### src/rtl/ata_pio_pkg.sv
package ata_pio_pkg;
  localparam int DATA_W = 16;
  localparam int ADDR_W = 3;
  localparam int NBUS   = 4;
  localparam int BUS_W  = $clog2(NBUS);

  typedef enum logic [1:0] {
    PH_IDLE   = 2'd0,
    PH_SETUP  = 2'd1,
    PH_STROBE = 2'd2,
    PH_HOLD   = 2'd3
  } phase_e;

  // Packed command: bus on top, data at the bottom
  typedef struct packed {
    logic [BUS_W-1:0]  bus;
    logic              rd;
    logic              cs1;
    logic              cs0;
    logic [ADDR_W-1:0] addr;
    logic [DATA_W-1:0] data;
  } cmd_t;

  localparam int CMD_W  = $bits(cmd_t);
  localparam int STAT_W = DATA_W + 3;
endpackage

### src/rtl/ata_cfg_regs.sv
module ata_cfg_regs #(
  parameter int SETUP_W    = 4,
  parameter int STROBE_W   = 6,
  parameter int HOLD_W     = 4,
  parameter int NB         = 4,
  parameter int DEF_SETUP  = 3,
  parameter int DEF_STROBE = 7,
  parameter int DEF_HOLD   = 1,
  localparam int TIM_W     = SETUP_W + STROBE_W + HOLD_W
) (
  input  logic                clk,
  input  logic                rst_n,
  input  logic                ctl_we,
  input  logic [1:0]          ctl_wdata,
  input  logic                tim_we,
  input  logic [TIM_W-1:0]    tim_wdata,
  input  logic                mask_we,
  input  logic [NB-1:0]       mask_wdata,
  output logic                en,
  output logic                drv_rst,
  output logic [SETUP_W-1:0]  setup_q,
  output logic [STROBE_W-1:0] strobe_q,
  output logic [HOLD_W-1:0]   hold_q,
  output logic [NB-1:0]       mask_q
);
  always_ff @(posedge clk) begin
    if (!rst_n) begin
      en       <= 1'b0;
      drv_rst  <= 1'b0;
      setup_q  <= SETUP_W'(DEF_SETUP);
      strobe_q <= STROBE_W'(DEF_STROBE);
      hold_q   <= HOLD_W'(DEF_HOLD);
      mask_q   <= '0;
    end else begin
      if (ctl_we) begin
        en      <= ctl_wdata[0];
        drv_rst <= ctl_wdata[1];
      end
      if (tim_we) begin
        {setup_q, strobe_q, hold_q} <= tim_wdata;
      end
      if (mask_we) begin
        mask_q <= mask_wdata;
      end
    end
  end
endmodule

### src/rtl/ata_phase_timer.sv
module ata_phase_timer
  import ata_pio_pkg::*;
#(
  parameter int CW = 6
) (
  input  logic          clk,
  input  logic          rst_n,
  input  logic          start,
  input  logic [CW-1:0] setup_len,
  input  logic [CW-1:0] strobe_len,
  input  logic [CW-1:0] hold_len,
  output phase_e        phase,
  output logic          strobe_end,
  output logic          hold_end
);
  logic [CW-1:0] cnt;
  logic [CW-1:0] stb_q;
  logic [CW-1:0] hld_q;

  // A length of zero still gives a single clock
  function automatic logic [CW-1:0] final_tick(input logic [CW-1:0] len);
    return (len == '0) ? '0 : len - 1'b1;
  endfunction

  assign strobe_end = (phase == PH_STROBE) && (cnt == '0);
  assign hold_end   = (phase == PH_HOLD) && (cnt == '0);

  always_ff @(posedge clk) begin
    if (!rst_n) begin
      phase <= PH_IDLE;
      cnt   <= '0;
      stb_q <= '0;
      hld_q <= '0;
    end else begin
      case (phase)
        PH_IDLE: begin
          if (start) begin
            phase <= PH_SETUP;
            cnt   <= final_tick(setup_len);
            stb_q <= strobe_len;
            hld_q <= hold_len;
          end
        end
        PH_SETUP: begin
          if (cnt == '0) begin
            phase <= PH_STROBE;
            cnt   <= final_tick(stb_q);
          end else begin
            cnt <= cnt - 1'b1;
          end
        end
        PH_STROBE: begin
          if (cnt == '0) begin
            phase <= PH_HOLD;
            cnt   <= final_tick(hld_q);
          end else begin
            cnt <= cnt - 1'b1;
          end
        end
        default: begin
          if (cnt == '0) begin
            phase <= PH_IDLE;
          end else begin
            cnt <= cnt - 1'b1;
          end
        end
      endcase
    end
  end
endmodule

### src/rtl/ata_irq_ctrl.sv
module ata_irq_ctrl #(
  parameter int NB = 4
) (
  input  logic          clk,
  input  logic          rst_n,
  input  logic [NB-1:0] irq_in,
  input  logic          ack_we,
  input  logic [NB-1:0] ack_wdata,
  input  logic [NB-1:0] mask_q,
  output logic [NB-1:0] irq_out
);
  logic [NB-1:0] irq_d;
  logic [NB-1:0] pend;

  for (genvar n = 0; n < NB; n++) begin : g_bus
    always_ff @(posedge clk) begin
      if (!rst_n) begin
        irq_d[n] <= 1'b0;
        pend[n]  <= 1'b0;
      end else begin
        irq_d[n] <= irq_in[n];
        if (irq_in[n] && !irq_d[n]) begin
          pend[n] <= 1'b1;          // a new edge outranks an acknowledge
        end else if (ack_we && ack_wdata[n]) begin
          pend[n] <= 1'b0;
        end
      end
    end
    assign irq_out[n] = pend[n] & mask_q[n];
  end
endmodule

### src/rtl/ata_pio_engine.sv
module ata_pio_engine
  import ata_pio_pkg::*;
#(
  parameter int SETUP_W    = 4,
  parameter int STROBE_W   = 6,
  parameter int HOLD_W     = 4,
  parameter int DEF_SETUP  = 3,
  parameter int DEF_STROBE = 7,
  parameter int DEF_HOLD   = 1,
  localparam int TIM_W     = SETUP_W + STROBE_W + HOLD_W,
  localparam int CW1       = (SETUP_W > HOLD_W) ? SETUP_W : HOLD_W,
  localparam int CW        = (CW1 > STROBE_W) ? CW1 : STROBE_W
) (
  input  logic              clk,
  input  logic              rst_n,
  input  logic              cmd_valid,
  output logic              cmd_ready,
  input  logic [CMD_W-1:0]  cmd_word,
  input  logic              stat_rd,
  output logic [STAT_W-1:0] stat_word,
  input  logic              ctl_we,
  input  logic [1:0]        ctl_wdata,
  input  logic              tim_we,
  input  logic [TIM_W-1:0]  tim_wdata,
  input  logic              mask_we,
  input  logic [NBUS-1:0]   mask_wdata,
  input  logic              ack_we,
  input  logic [NBUS-1:0]   ack_wdata,
  input  logic [NBUS-1:0]   irq_in,
  output logic [NBUS-1:0]   irq_out,
  output logic [BUS_W-1:0]  ata_bus,
  output logic [ADDR_W-1:0] ata_addr,
  output logic              ata_cs0,
  output logic              ata_cs1,
  output logic              ata_dior,
  output logic              ata_diow,
  output logic [DATA_W-1:0] ata_dout,
  output logic              ata_doe,
  input  logic [DATA_W-1:0] ata_din,
  output logic              ata_rst
);
  logic                en;
  logic [SETUP_W-1:0]  setup_q;
  logic [STROBE_W-1:0] strobe_q;
  logic [HOLD_W-1:0]   hold_q;
  logic [NBUS-1:0]     mask_q;

  ata_cfg_regs #(
    .SETUP_W(SETUP_W), .STROBE_W(STROBE_W), .HOLD_W(HOLD_W), .NB(NBUS),
    .DEF_SETUP(DEF_SETUP), .DEF_STROBE(DEF_STROBE), .DEF_HOLD(DEF_HOLD)
  ) u_cfg (
    .clk(clk), .rst_n(rst_n),
    .ctl_we(ctl_we), .ctl_wdata(ctl_wdata),
    .tim_we(tim_we), .tim_wdata(tim_wdata),
    .mask_we(mask_we), .mask_wdata(mask_wdata),
    .en(en), .drv_rst(ata_rst),
    .setup_q(setup_q), .strobe_q(strobe_q), .hold_q(hold_q), .mask_q(mask_q)
  );

  ata_irq_ctrl #(.NB(NBUS)) u_irq (
    .clk(clk), .rst_n(rst_n), .irq_in(irq_in),
    .ack_we(ack_we), .ack_wdata(ack_wdata),
    .mask_q(mask_q), .irq_out(irq_out)
  );

  phase_e phase;
  logic   strobe_end;
  logic   hold_end;
  logic   busy;
  logic   take;

  assign busy      = (phase != PH_IDLE);
  assign cmd_ready = en && !busy;
  assign take      = cmd_valid && cmd_ready;

  ata_phase_timer #(.CW(CW)) u_tmr (
    .clk(clk), .rst_n(rst_n), .start(take),
    .setup_len(CW'(setup_q)), .strobe_len(CW'(strobe_q)), .hold_len(CW'(hold_q)),
    .phase(phase), .strobe_end(strobe_end), .hold_end(hold_end)
  );

  cmd_t              cmd_q;
  logic [DATA_W-1:0] rd_q;
  logic              dav_q;
  logic              wdone_q;

  always_ff @(posedge clk) begin
    if (!rst_n) begin
      cmd_q   <= '0;
      rd_q    <= '0;
      dav_q   <= 1'b0;
      wdone_q <= 1'b0;
    end else begin
      if (take) begin
        cmd_q   <= cmd_t'(cmd_word);
        dav_q   <= 1'b0;
        wdone_q <= 1'b0;
      end else if (hold_end) begin
        dav_q   <= cmd_q.rd;
        wdone_q <= !cmd_q.rd;
      end else if (stat_rd) begin
        dav_q   <= 1'b0;
      end
      if (strobe_end && cmd_q.rd) begin
        rd_q <= ata_din;
      end
    end
  end

  assign stat_word = {busy, wdone_q, dav_q, rd_q};

  assign ata_bus  = cmd_q.bus;
  assign ata_addr = busy ? cmd_q.addr : '0;
  assign ata_cs0  = busy && cmd_q.cs0;
  assign ata_cs1  = busy && cmd_q.cs1;
  assign ata_dior = (phase == PH_STROBE) && cmd_q.rd;
  assign ata_diow = (phase == PH_STROBE) && !cmd_q.rd;
  assign ata_dout = cmd_q.data;
  assign ata_doe  = busy && !cmd_q.rd;
endmodule

### config.mk
export PLATFORM = sky130hd
export DESIGN_NAME = ata_pio_engine
export DESIGN_NICKNAME = d
export VERILOG_FILES = /design/src/rtl/ata_pio_pkg.sv /design/src/rtl/ata_cfg_regs.sv /design/src/rtl/ata_phase_timer.sv /design/src/rtl/ata_irq_ctrl.sv /design/src/rtl/ata_pio_engine.sv
export SDC_FILE = /design/constraint.sdc
export NUM_CORES = 1
export LEC_CHECK = 0
export BUFFER_PORTS_ARGS = -buffer_cell sky130_fd_sc_hd__buf_2
export CORE_AREA = 2 2 99 101
export CTS_BUF_LIST = sky130_fd_sc_hd__clkbuf_4
export CTS_CLUSTER_SIZE = 16
export DETAILED_ROUTE_END_ITERATION = 8
export DIE_AREA = 0 0 101 103
export MAX_ROUTING_LAYER = met4
export PLACE_DENSITY = 0.7
export SYNTH_ARGS = -nofsm -noshare
export SYNTH_HDL_FRONTEND = slang
export SYNTH_SLANG_ARGS = --single-unit
### constraint.sdc
create_clock -name clk -period 3.4 [get_ports clk]
set_clock_uncertainty 0.05 [all_clocks]
set_input_delay 0.17 -clock clk [delete_from_list [all_inputs] [get_ports clk]]
set_output_delay 0.17 -clock clk [all_outputs]
set_load 0.02 [all_outputs]
==> metrics.md, run 1 <==
| Metric | Value |
|---|---|
| Status | `finished clean` |
| Via count | `3792` |
| Setup TNS | `0 ns` |
| Worst-Skew Late Latency | `0.45 ns` |
| Worst vdd ir | `0.0002798 V` |
| WP data required | `3.72 ns` |
| Post-route ant nets | `0` |
| Share of flip-flops with an asynchronous set or reset | `0%` |
| Synth top area cells | `dfxtp_1 (43%), nand2_1 (11%), a21boi_0 (9.5%)` |
| Top FF cell, synth | `dfxtp_1` |
| ANT cells | `0` |
| Syn Area/Cell | `8.580 um2` |
| HPWL Detailed | `6912 um` |
| Area grow syn2layout | `33.77%` |
| Post-route setup slack | `1.157 ns` |
| Max clock buf depth | `2` |
| Nets | `729` |
| Chip height | `103 um` |
| DRC viols | `0` |
| Critical path startpoint category | `flip-flop` |
| Crit. End Element | `flip-flop` |
| Port bufs | `126` |
| Tmin final | `2.243 ns` |
| Yosys warns | `0` |
| Count of cell types in the netlist | `46` |
| Dominant cell type by area after synthesis | `dfxtp_1` |
| Filler cells | `831` |
| Worst-Margin Slew | `0.8006 ns` |
| WS Path Type | `reg2reg` |
| CTS Hold Buffers Added | `72` |
| Critical path peak fanout | `14` |
| DRT iter0 DRCs | `109` |
| # setup viols final | `0` |
| Pwr Density | `459.1 nW/um2` |
| Top Ports | `127` |
| Final Hold Vio Count | `0` |
| CTS Sinks | `88` |
| First-pass GRT wire length | `17030 um` |
| Relative slew slack | `46.63%` |
| Postcts setup bufs | `0` |
| Dpl cells | `675` |
| Leakage | `2.370 nW` |
| Die Wd | `101 um` |
| Worst min path class | `in2reg` |
| Layout Cells excl Fill | `763` |
| Vias in the first global route | `3732` |
| Post-synth top cells | `nand2_1 (121), dfxtp_1 (88), a21boi_0 (52)` |
| Post_cts resized | `0` |
| Core area | `9459 um2` |
| DP Worst Slack | `1.167 ns` |
| Row Count | `36` |
| Hold Slack | `0.03474 ns` |
| Layout cell share with drive strength beyond 1 | `23.42%` |
| Post-Syn Area | `4101 um2` |
| Routed length per instance | `14.08 um` |
| Max_cap viols | `0` |
| Post-Synthesis Cells | `478` |
| Post-synth EDFFs | `0` |
| GP Congestion | `0.9057` |
| Max Slew Vio Count | `0` |
| Mapped Nets | `563` |
| # H-tree levels | `3` |
| Post-synth top area share | `42.95%` |
| Initial antenna violation count | `0` |
| Area of the multi-input gates | `2024 um2` |
| Global route overflow | `0` |
| Total Routed Length | `10740 um` |
| Root buf cell | `clkbuf_4` |
| Final period util | `65.97%` |
| Via density | `4.970` |
| Sequential element share of the synthesized area | `42.95%` |
| Synthesis-stage register bit count | `88` |
| RSZ-0062 raised after global routing | `false` |
| CTS Buf Count | `9` |
| Critical Path AT | `2.56 ns` |
| DIE AREA | `10400 um2` |
| FMAX | `445.8 MHz` |
| R2r setup slk | `1.16 ns` |
| Largest net degree at the start of global routing | `56` |
| GRT Util Overall | `21.47%` |
| CTS tree | `yes` |
| Sequential Area | `1762 um2` |
| Pre-antenna DRT Iters | `4` |
| Most common cell in the synthesized netlist | `nand2_1` |
| Clk slew on worst S/H paths | `0.14 ns` |
| Initial core utilization | `43.36%` |
-- area by class of cell --
type / count / share of cell area, %
multi-input cells: 333 / 36.90
flip-flops and latches: 88 / 32.11
clock buffers: 10 / 1.368
clock inverters: 6 / 1.095
repair buffers: 203 / 25.31
inverters: 9 / 0.6157
well taps: 114 / 2.600
-- power by group --
| part | leakage, nW | internal (mW) | total (mW) | switching, mW |
|---|---|---|---|---|
| sequential | 0.717 | 1.09 | 1.14 | 0.0516 |
| combinational | 1.58 | 0.330 | 0.784 | 0.454 |
| clock | 0.0738 | 0.229 | 0.592 | 0.363 |
| total | 2.37 | 1.65 | 2.52 | 0.868 |
-- placed cells by master, fill, tap and decap left out, types with 3 or more instances in the layout --
master,instances
clkbuf_4,10
nand2_1,121
nor3_1,5
a21oi_1,10
inv_1,9
a21boi_0,52
dfxtp_1,88
and3_1,3
o311ai_0,4
o21ai_0,10
dlygate4sd3_1,72
nor2_1,12
o211ai_1,3
nand3_1,4
mux2i_1,21
nor2b_1,31
xnor2_1,3
and2_1,11
ha_1,9
buf_2,126
buf_4,5
a31oi_1,3
-- routing by layer --
| layer | track usage (%) | vias to the layer above | wire length, um |
|---|---|---|---|
| met4 | 10.50 | 0 | 359 |
| li1 | - | 1910 | - |
| met5 | - | - | 0 |
| met3 | 4.610 | 28 | 422 |
| met1 | 24.05 | 1751 | 4560 |
| met2 | 36.46 | 103 | 5400 |
-- worst paths after layout --
path | startpoint | cells past startpoint | end
worst max-delay path | u_tmr.phase[0] | 6 | u_tmr.cnt[5]
worst min-delay path | ack_we | 4 | u_irq.pend[1]
worst max register to register | u_tmr.phase[0] | 6 | u_tmr.cnt[5]
worst min register to register | u_cfg.strobe_q[5] | 2 | u_tmr.stb_q[5]
-- critical path, stage by stage, from the launching register on --
cell and delay (ns):
dfxtp_1 0.37, inv_1 0.10, ha_1 0.44, a21boi_0 0.54
a41oi_1 0.20, and4bb_1 0.28, o21a_1 0.17
-- logic make-up (layout without fill, tap and decap cells) --
group	after synthesis	in the layout	share of synthesized area [%]
AO/OA/AOI/OAI	98	98	17.36
XOR/XNOR	5	5	1.068
adder cells (fa/ha/maj)	9	9	2.746
buffers and inverters	57	228	7.687
flip-flops	88	88	42.95
multiplexers	21	21	5.125
AND/OR/NAND/NOR	200	200	23.06
-- per-stage QoR --
step                      utilization (%)  cell area (um2)  power [mW]
after detailed placement            48.96             4631       1.871
after global routing                58.00             5487       2.668
after CTS                           58.00             5487       2.534
final                               58.00             5487       2.519
after floorplan                         -             4101       1.696
after global placement              48.96             4631       1.852
-- state kept, by name, indices dropped and copies added, names as in the netlist, 6 cells and up --
signal          count
u_cfg.strobe_q      6
ata_dout           16
cmd_q               6
u_tmr.cnt           6
u_tmr.stb_q         6
rd_q               16
Power figures use the tool's default switching activity.
==> run 2, diff against run 1 <==
--- a/config.mk
+++ b/config.mk
@@ -5,14 +5,15 @@
 export SDC_FILE = /design/constraint.sdc
 export NUM_CORES = 1
 export LEC_CHECK = 0
+export ABC_AREA = 1
 export BUFFER_PORTS_ARGS = -buffer_cell sky130_fd_sc_hd__buf_2
-export CORE_AREA = 2 2 99 101
+export CORE_AREA = 2 2 96 98
 export CTS_BUF_LIST = sky130_fd_sc_hd__clkbuf_4
 export CTS_CLUSTER_SIZE = 16
 export DETAILED_ROUTE_END_ITERATION = 8
-export DIE_AREA = 0 0 101 103
+export DIE_AREA = 0 0 98 100
 export MAX_ROUTING_LAYER = met4
-export PLACE_DENSITY = 0.7
+export PLACE_DENSITY = 0.74
 export SYNTH_ARGS = -nofsm -noshare
 export SYNTH_HDL_FRONTEND = slang
 export SYNTH_SLANG_ARGS = --single-unit
==> constraint.sdc (replaced) <==
create_clock -name clk -period 1.9 [get_ports clk]
set_clock_uncertainty 0.05 [all_clocks]
set_input_delay 0.095 -clock clk [delete_from_list [all_inputs] [get_ports clk]]
set_output_delay 0.095 -clock clk [all_outputs]
set_load 0.02 [all_outputs]
==> run 2 against run 1 <==
  * Hold slack better by 0.0036 ns
  * Design area grew 0.84%
  * Worst setup slack got worse by 1.0 ns
  * Synthesized area down 5.6%
  * Routed wire length up 4.6%
  * Global-route usage grew 2.4 points
==> metrics.md, run 2 <==
| Metric | Value |
|---|---|
| Layout cell share with drive strength beyond 1 | `22.48%` |
| Post-synth top area share | `45.48%` |
| Clk slew on worst S/H paths | `0.15 ns` |
| Routed length per instance | `13.28 um` |
| Leakage | `2.695 nW` |
| Area grow syn2layout | `42.83%` |
| Synth top area cells | `dfxtp_1 (45%), nand2_1 (11%), nor2_1 (7.7%)` |
| DRC viols | `0` |
| Reg2Reg Capture Point | `ata_dout[3]` |
| Worst setup path startpoint | `mask_wdata[1]` |
| # H-tree levels | `3` |
| R2r setup slk | `0.23 ns` |
| Root buf cell | `clkbuf_4` |
| Yosys warns | `0` |
| Final instance area | `5533 um2` |
| Final Hold Vio Count | `0` |
| GRT busiest layer | `met2` |
| Port bufs | `126` |
| Largest net degree at the start of global routing | `40` |
| Post-synth EDFFs | `0` |
| DIE AREA | `9800 um2` |
| Post-Syn Area | `3874 um2` |
| Post-route ant nets | `0` |
| CTS Buf Count | `9` |
| Final period util | `92.50%` |
| Syn Area/Cell | `7.268 um2` |
| HPWL Detailed | `6672 um` |
| Pwr Total | `5.507 mW` |
| Pre-antenna DRT Iters | `4` |
| Via density | `4.903` |
| Crit Reg-Reg Startpoint | `u_tmr.phase[0]` |
| Dpl cells | `738` |
| Max_cap viols | `0` |
| RSZ-0062 raised after global routing | `false` |
| Int Pwr | `3.291 mW` |
| Most common cell in the synthesized netlist | `nand2_1` |
| Row Count | `35` |
| Via count | `4148` |
| Top FF cell, synth | `dfxtp_1` |
| Postcts setup bufs | `0` |
| Core area | `8890 um2` |
| Sequential Area | `1764 um2` |
| GP Congestion | `0.9232` |
| Dominant cell type by area after synthesis | `dfxtp_1` |
| Filler cells | `756` |
| Comb pwr share | `40.8%` |
| Critical path startpoint category | `input port` |
| Placed Area | `4462 um2` |
| Count of cell types in the netlist | `27` |
| GRT Util Overall | `23.89%` |
| First-pass GRT wire length | `18620 um` |
| Met2 Use GR | `42.47%` |
| Critical path peak fanout | `1` |
| Worst vdd ir | `0.0005785 V` |
| M3 GR Usage | `5.362%` |
| Clock power frac | `20.0%` |
| Sw power | `2.216 mW` |
| CTS Sinks | `88` |
| Synthesis-stage register bit count | `88` |
| FMAX | `569.0 MHz` |
| Area of the multi-input gates | `1685 um2` |
| Hold Slack | `0.03834 ns` |
| Chip height | `100 um` |
| Setup TNS | `0 ns` |
| Die Wd | `98 um` |
| Crit. End Element | `flip-flop` |
| WS Path Type | `in2reg` |
| Max clock buf depth | `2` |
| Top Ports | `127` |
| Max Slew Vio Count | `0` |
| Global route overflow | `0` |
| Status | `finished clean` |
| Switching Share | `40.24%` |
| R2R depth | `8` |
| Vias in the first global route | `4188` |
| Worst-Skew Late Latency | `0.43 ns` |
| Mapped Nets | `618` |
| CTS tree | `yes` |
| Tmin final | `1.758 ns` |
| Critical Path AT | `2.04 ns` |
| Most frequent cells in the layout | `buf_2 (126), nand2_1 (116), dlygate4sd3_1 (92)` |
| Nets | `815` |
| DRT iter0 DRCs | `171` |
| Pwr Density | `995.4 nW/um2` |
| M1 GR Usage | `25.83%` |
| Worst setup path endpoint | `u_cfg.mask_q[1]` |
| Share of flip-flops with an asynchronous set or reset | `0%` |
| Initial core utilization | `43.57%` |
| Layout Cells excl Fill | `846` |
| # setup viols final | `0` |
| Commonest non-fill, non-tap cell in the layout | `buf_2` |
| Initial antenna violation count | `1` |
| Sequential element share of the synthesized area | `45.48%` |
| Post-Synthesis Cells | `533` |
| Total Routed Length | `11240 um` |
| Relative slew slack | `68.72%` |
| Reg power frac | `39.2%` |
| Post-synth top cells | `nand2_1 (116), dfxtp_1 (88), nor2_1 (79)` |
| Worst-Margin Slew | `0.4692 ns` |
| Worst min path class | `in2reg` |
| WP data required | `2.18 ns` |
## run 2: cell count changes after synthesis, moves of 6 or more
cell / previous run / this run
clkbuf_1: 18 / 12
nor2b_1: 31 / 0
a21oi_1: 10 / 49
inv_1: 9 / 43
a21boi_0: 52 / 0
mux2i_1: 21 / 0
nor2_1: 12 / 79
nand3_1: 4 / 24
o21ai_0: 10 / 57
and2_1: 11 / 0
## run 2: cells by family after synthesis
kind of cell             Yosys count  share of synthesized area (%)
flip-flops                        88                          45.48
AND/OR/NAND/NOR                  227                          24.06
XOR/XNOR                           7                          1.583
buffers and inverters             89                          11.08
adder cells (fa/ha/maj)            9                          2.907
AO/OA/AOI/OAI                    113                          14.89
## run 2: worst min-delay path by stage
stage | start | end | slack, ns | cells after the start
floorplan | irq_in[0] | u_irq.irq_d[0] | 0.15 | 2
CTS | tim_we | u_cfg.hold_q[1] | 0.01 | 3
finish | rst_n | u_cfg.strobe_q[1] | 0.04 | 2
global placement | irq_in[0] | u_irq.irq_d[0] | 0.24 | 3
global route | rst_n | u_cfg.strobe_q[1] | 0.03 | 2
detailed placement | irq_in[3] | u_irq.irq_d[3] | 0.24 | 3
## run 2: power groups by stage
| stage | Sequential [mW] | Combinational, mW | Clock (mW) |
|---|---|---|---|
| detailed placement | 2.19 | 2.05 | 0 |
| CTS | 2.15 | 2.20 | 1.12 |
| global route | 2.18 | 2.50 | 1.19 |
| global placement | 2.18 | 2.00 | 0 |
| floorplan | 2.17 | 1.59 | 0 |
| finish | 2.16 | 2.25 | 1.10 |
## run 2: per-stage QoR
| step | setup slack (ns) | util (%) |
|---|---|---|
| after floorplan | 0.2893 | - |
| after global placement | 0.3235 | 50.19 |
| after detailed placement | 0.2188 | 50.19 |
| after CTS | 0.04923 | 62.15 |
| after global routing | 0.04574 | 62.24 |
| final | 0.1424 | 62.24 |
## run 2: critical path: stages
cell	delay, ns
dlygate4sd3_1	0.54
buf_2	0.13
nor2_1	0.11
dlygate4sd3_1	0.57
nor2_1	0.05
dlygate4sd3_1	0.55
## run 2: metal layers
metal  wire, um  part of all wire (%)
met3        489                   4.4
met1       4496                    40
met2       5847                    52
met4        405                   3.6
met5          0                     0
## run 2: final cells by class
| cell class | count | area share [%] |
|---|---|---|
| antenna | 1 | 0.04523 |
| timing repair buffer | 227 | 29.26 |
| clock inverter | 6 | 1.357 |
| sequential | 88 | 31.89 |
| clock buffer | 9 | 1.221 |
| inverter | 48 | 3.256 |
| tap | 111 | 2.510 |
| multi-input combinational | 356 | 30.46 |
## run 2: repair_timing
| item | in CTS | in global routing |
|---|---|---|
| setup endpoints to repair | 0 | 4 |
| endpoints found under the hold margin | 70 | 0 |
| gates resized for setup | 0 | 3 |
| hold buffers | 92 | 0 |
==> run 3, diff against run 2 <==
--- a/config.mk
+++ b/config.mk
@@ -5,15 +5,14 @@
 export SDC_FILE = /design/constraint.sdc
 export NUM_CORES = 1
 export LEC_CHECK = 0
-export ABC_AREA = 1
 export BUFFER_PORTS_ARGS = -buffer_cell sky130_fd_sc_hd__buf_2
-export CORE_AREA = 2 2 96 98
+export CORE_AREA = 2 2 84 118
 export CTS_BUF_LIST = sky130_fd_sc_hd__clkbuf_4
 export CTS_CLUSTER_SIZE = 16
 export DETAILED_ROUTE_END_ITERATION = 8
-export DIE_AREA = 0 0 98 100
+export DIE_AREA = 0 0 86 120
 export MAX_ROUTING_LAYER = met4
-export PLACE_DENSITY = 0.74
+export PLACE_DENSITY = 0.73
 export SYNTH_ARGS = -nofsm -noshare
 export SYNTH_HDL_FRONTEND = slang
 export SYNTH_SLANG_ARGS = --single-unit
==> run 3 against run 2 <==
  * Largest cell class is now multi-input combinational cells
  * Critical path depth up 1
  * Total power down 15%
  * Cell count down 7.4%
  * Combinational power down 29%
  * First-iteration DRC count up 25%
  * Flip-flop and latch count unchanged
  * Die area up 5.3%
  * Largest power group is now registers
  * Sequential share of layout area down 1.5 points
  * Critical endpoint is now u_irq.pend[3]
  * Clock-buffer cell count up 1
  * Sequential power down 5%
==> metrics.md, run 3 (synthesis gave the netlist of run 1 again) <==
| Metric | Value |
|---|---|
| Routed length per instance | `14.67 um` |
| Top Ports | `127` |
| GP Congestion | `0.9028` |
| CTS tree | `yes` |
| Uppermost layer routed | `met4` |
| Final Hold Vio Count | `0` |
| Via density | `5.065` |
| Pre-antenna DRT Iters | `4` |
| Clk slew on worst S/H paths | `0.15 ns` |
| WL met1 | `4439 um` |
| Max clock buf depth | `2` |
| Placed Area | `4756 um2` |
| DRC viols | `0` |
| R2r setup slk | `0.07 ns` |
| Relative slew slack | `66.45%` |
| Total Routed Length | `11490 um` |
| Initial core utilization | `44.09%` |
| # H-tree levels | `3` |
| Leakage | `2.518 nW` |
| Global route overflow | `0` |
| Post-route ant nets | `0` |
| Chip height | `120 um` |
| Reg2Reg Capture Point | `u_tmr.cnt[4]` |
| Hold path endpoint | `u_cfg.setup_q[0]` |
| DRT iter0 DRCs | `213` |
| Tmin final | `1.859 ns` |
| Critical path startpoint category | `input port` |
| Die Wd | `86 um` |
| Hold Slack | `0.09917 ns` |
| R2R depth | `7` |
| Port bufs | `126` |
| Pwr Total | `4.701 mW` |
| DP Worst Slack | `-0.05366 ns` |
| CTS Sinks | `88` |
| Status | `finished clean` |
| Layout cell share with drive strength beyond 1 | `25.74%` |
| Worst-Skew Late Latency | `0.45 ns` |
| FMAX | `538.0 MHz` |
| Worst-Margin Slew | `0.4969 ns` |
| Pwr Density | `808.4 nW/um2` |
| Crit Reg-Reg Startpoint | `u_tmr.phase[1]` |
| Post-route setup slack | `0.04131 ns` |
| Dpl cells | `680` |
| Layout Cells excl Fill | `783` |
| Most frequent cells in the layout | `buf_2 (125), nand2_1 (120), dlygate4sd3_1 (85)` |
| Area grow syn2layout | `41.79%` |
| Critical path peak fanout | `1` |
| Max Slew Vio Count | `0` |
| Final period util | `97.83%` |
| Nets | `752` |
| DIE AREA | `10320 um2` |
| Via count | `3966` |
| WS Path Type | `in2reg` |
| DR WL met2 | `6205 um` |
| Critical Path AT | `2.17 ns` |
| WL met3 | `467 um` |
| Filler cells | `753` |
| Crit. End Element | `flip-flop` |
| CTS Buf Count | `9` |
| First-pass GRT wire length | `18340 um` |
| Vias in the first global route | `4070` |
| Commonest non-fill, non-tap cell in the layout | `buf_2` |
| Final instance area | `5816 um2` |
| WP data required | `2.21 ns` |
| Row Count | `42` |
| Largest net degree at the start of global routing | `50` |
| Worst min path class | `in2reg` |
| GRT Util Overall | `22.91%` |
| Worst hold start | `tim_we` |
| Root buf cell | `clkbuf_4` |
| Max_cap viols | `0` |
| Worst vdd ir | `0.0004648 V` |
| HPWL Detailed | `7090 um` |
| # setup viols final | `0` |
| Hold Crit Depth | `3` |
| Core area | `9301 um2` |
| Initial antenna violation count | `1` |
[run 3: changes by cell type in the layout (fill, tap and decap cells not counted), sizes merged, moves of 21 or more]
cell    change
nor2       -70
a21boi     +52
o21ai      -49
inv        -42
a21oi      -40
nor2b      +31
mux2i      +21
nand3      -21
[run 3: routing by layer]
metal / global-route usage [%] / up-vias
met1: 22.73 / 1867
met3: 4.470 / 29
met4: 10.71 / 0
met2: 42.05 / 118
li1: - / 1952
met5: - / -
[run 3: stage by stage]
| stage | util (%) | TNS (ns) |
|---|---|---|
| floorplan | - | 0 |
| global placement | 51.13 | 0 |
| detailed placement | 51.13 | -0.05366 |
| CTS | 61.81 | 0 |
| global route | 62.52 | -0.004426 |
| finish | 62.52 | 0 |
[run 3: worst max path at each step]
stage / from / end / slack (ns) / depth (start not counted)
2_1_floorplan: u_tmr.phase[0] / rd_q[10] / 0.14 / 9
3_3_place_gp: u_tmr.phase[0] / u_tmr.cnt[5] / 0.08 / 6
3_5_place_dp: u_tmr.phase[0] / u_tmr.cnt[5] / -0.05 / 7
4_1_cts: u_tmr.phase[0] / ata_dior / 0.02 / 5
5_1_grt: u_tmr.phase[0] / ata_dior / -0.004 / 5
6_report: ack_wdata[3] / u_irq.pend[3] / 0.04 / 7
[run 3: repair_timing]
item,CTS,global route
setup endpoints to repair,3,46
setup buffers,0,0
endpoints found under the hold margin,74,0
hold buffers,85,0
gates resized for setup,2,17
cloned,0,1
[run 3: final cells by class]
type	instances	area (um2)	share of cell area [%]
multi-input cells	333	2061	35.43
flip-flops and latches	88	1769	30.42
repair buffers	226	1677	28.83
well taps	110	137.6	2.367
clock buffers	10	75.07	1.291
clock inverters	6	60.06	1.033
inverters	9	33.78	0.5809
diodes	1	2.502	0.04303
[run 3: critical path: stages]
cell,delay (ns)
dlygate4sd3_1,0.56
buf_2,0.13
nand2_1,0.08
dlygate4sd3_1,0.57
a21oi_1,0.15
nor2b_1,0.05
dlygate4sd3_1,0.54
[run 3: power by group]
group | internal (mW) | switching [mW] | total [mW]
Sequential | 1.96 | 0.0941 | 2.06
Combinational | 0.710 | 0.890 | 1.60
Clock | 0.410 | 0.635 | 1.05
Total | 3.08 | 1.62 | 4.70
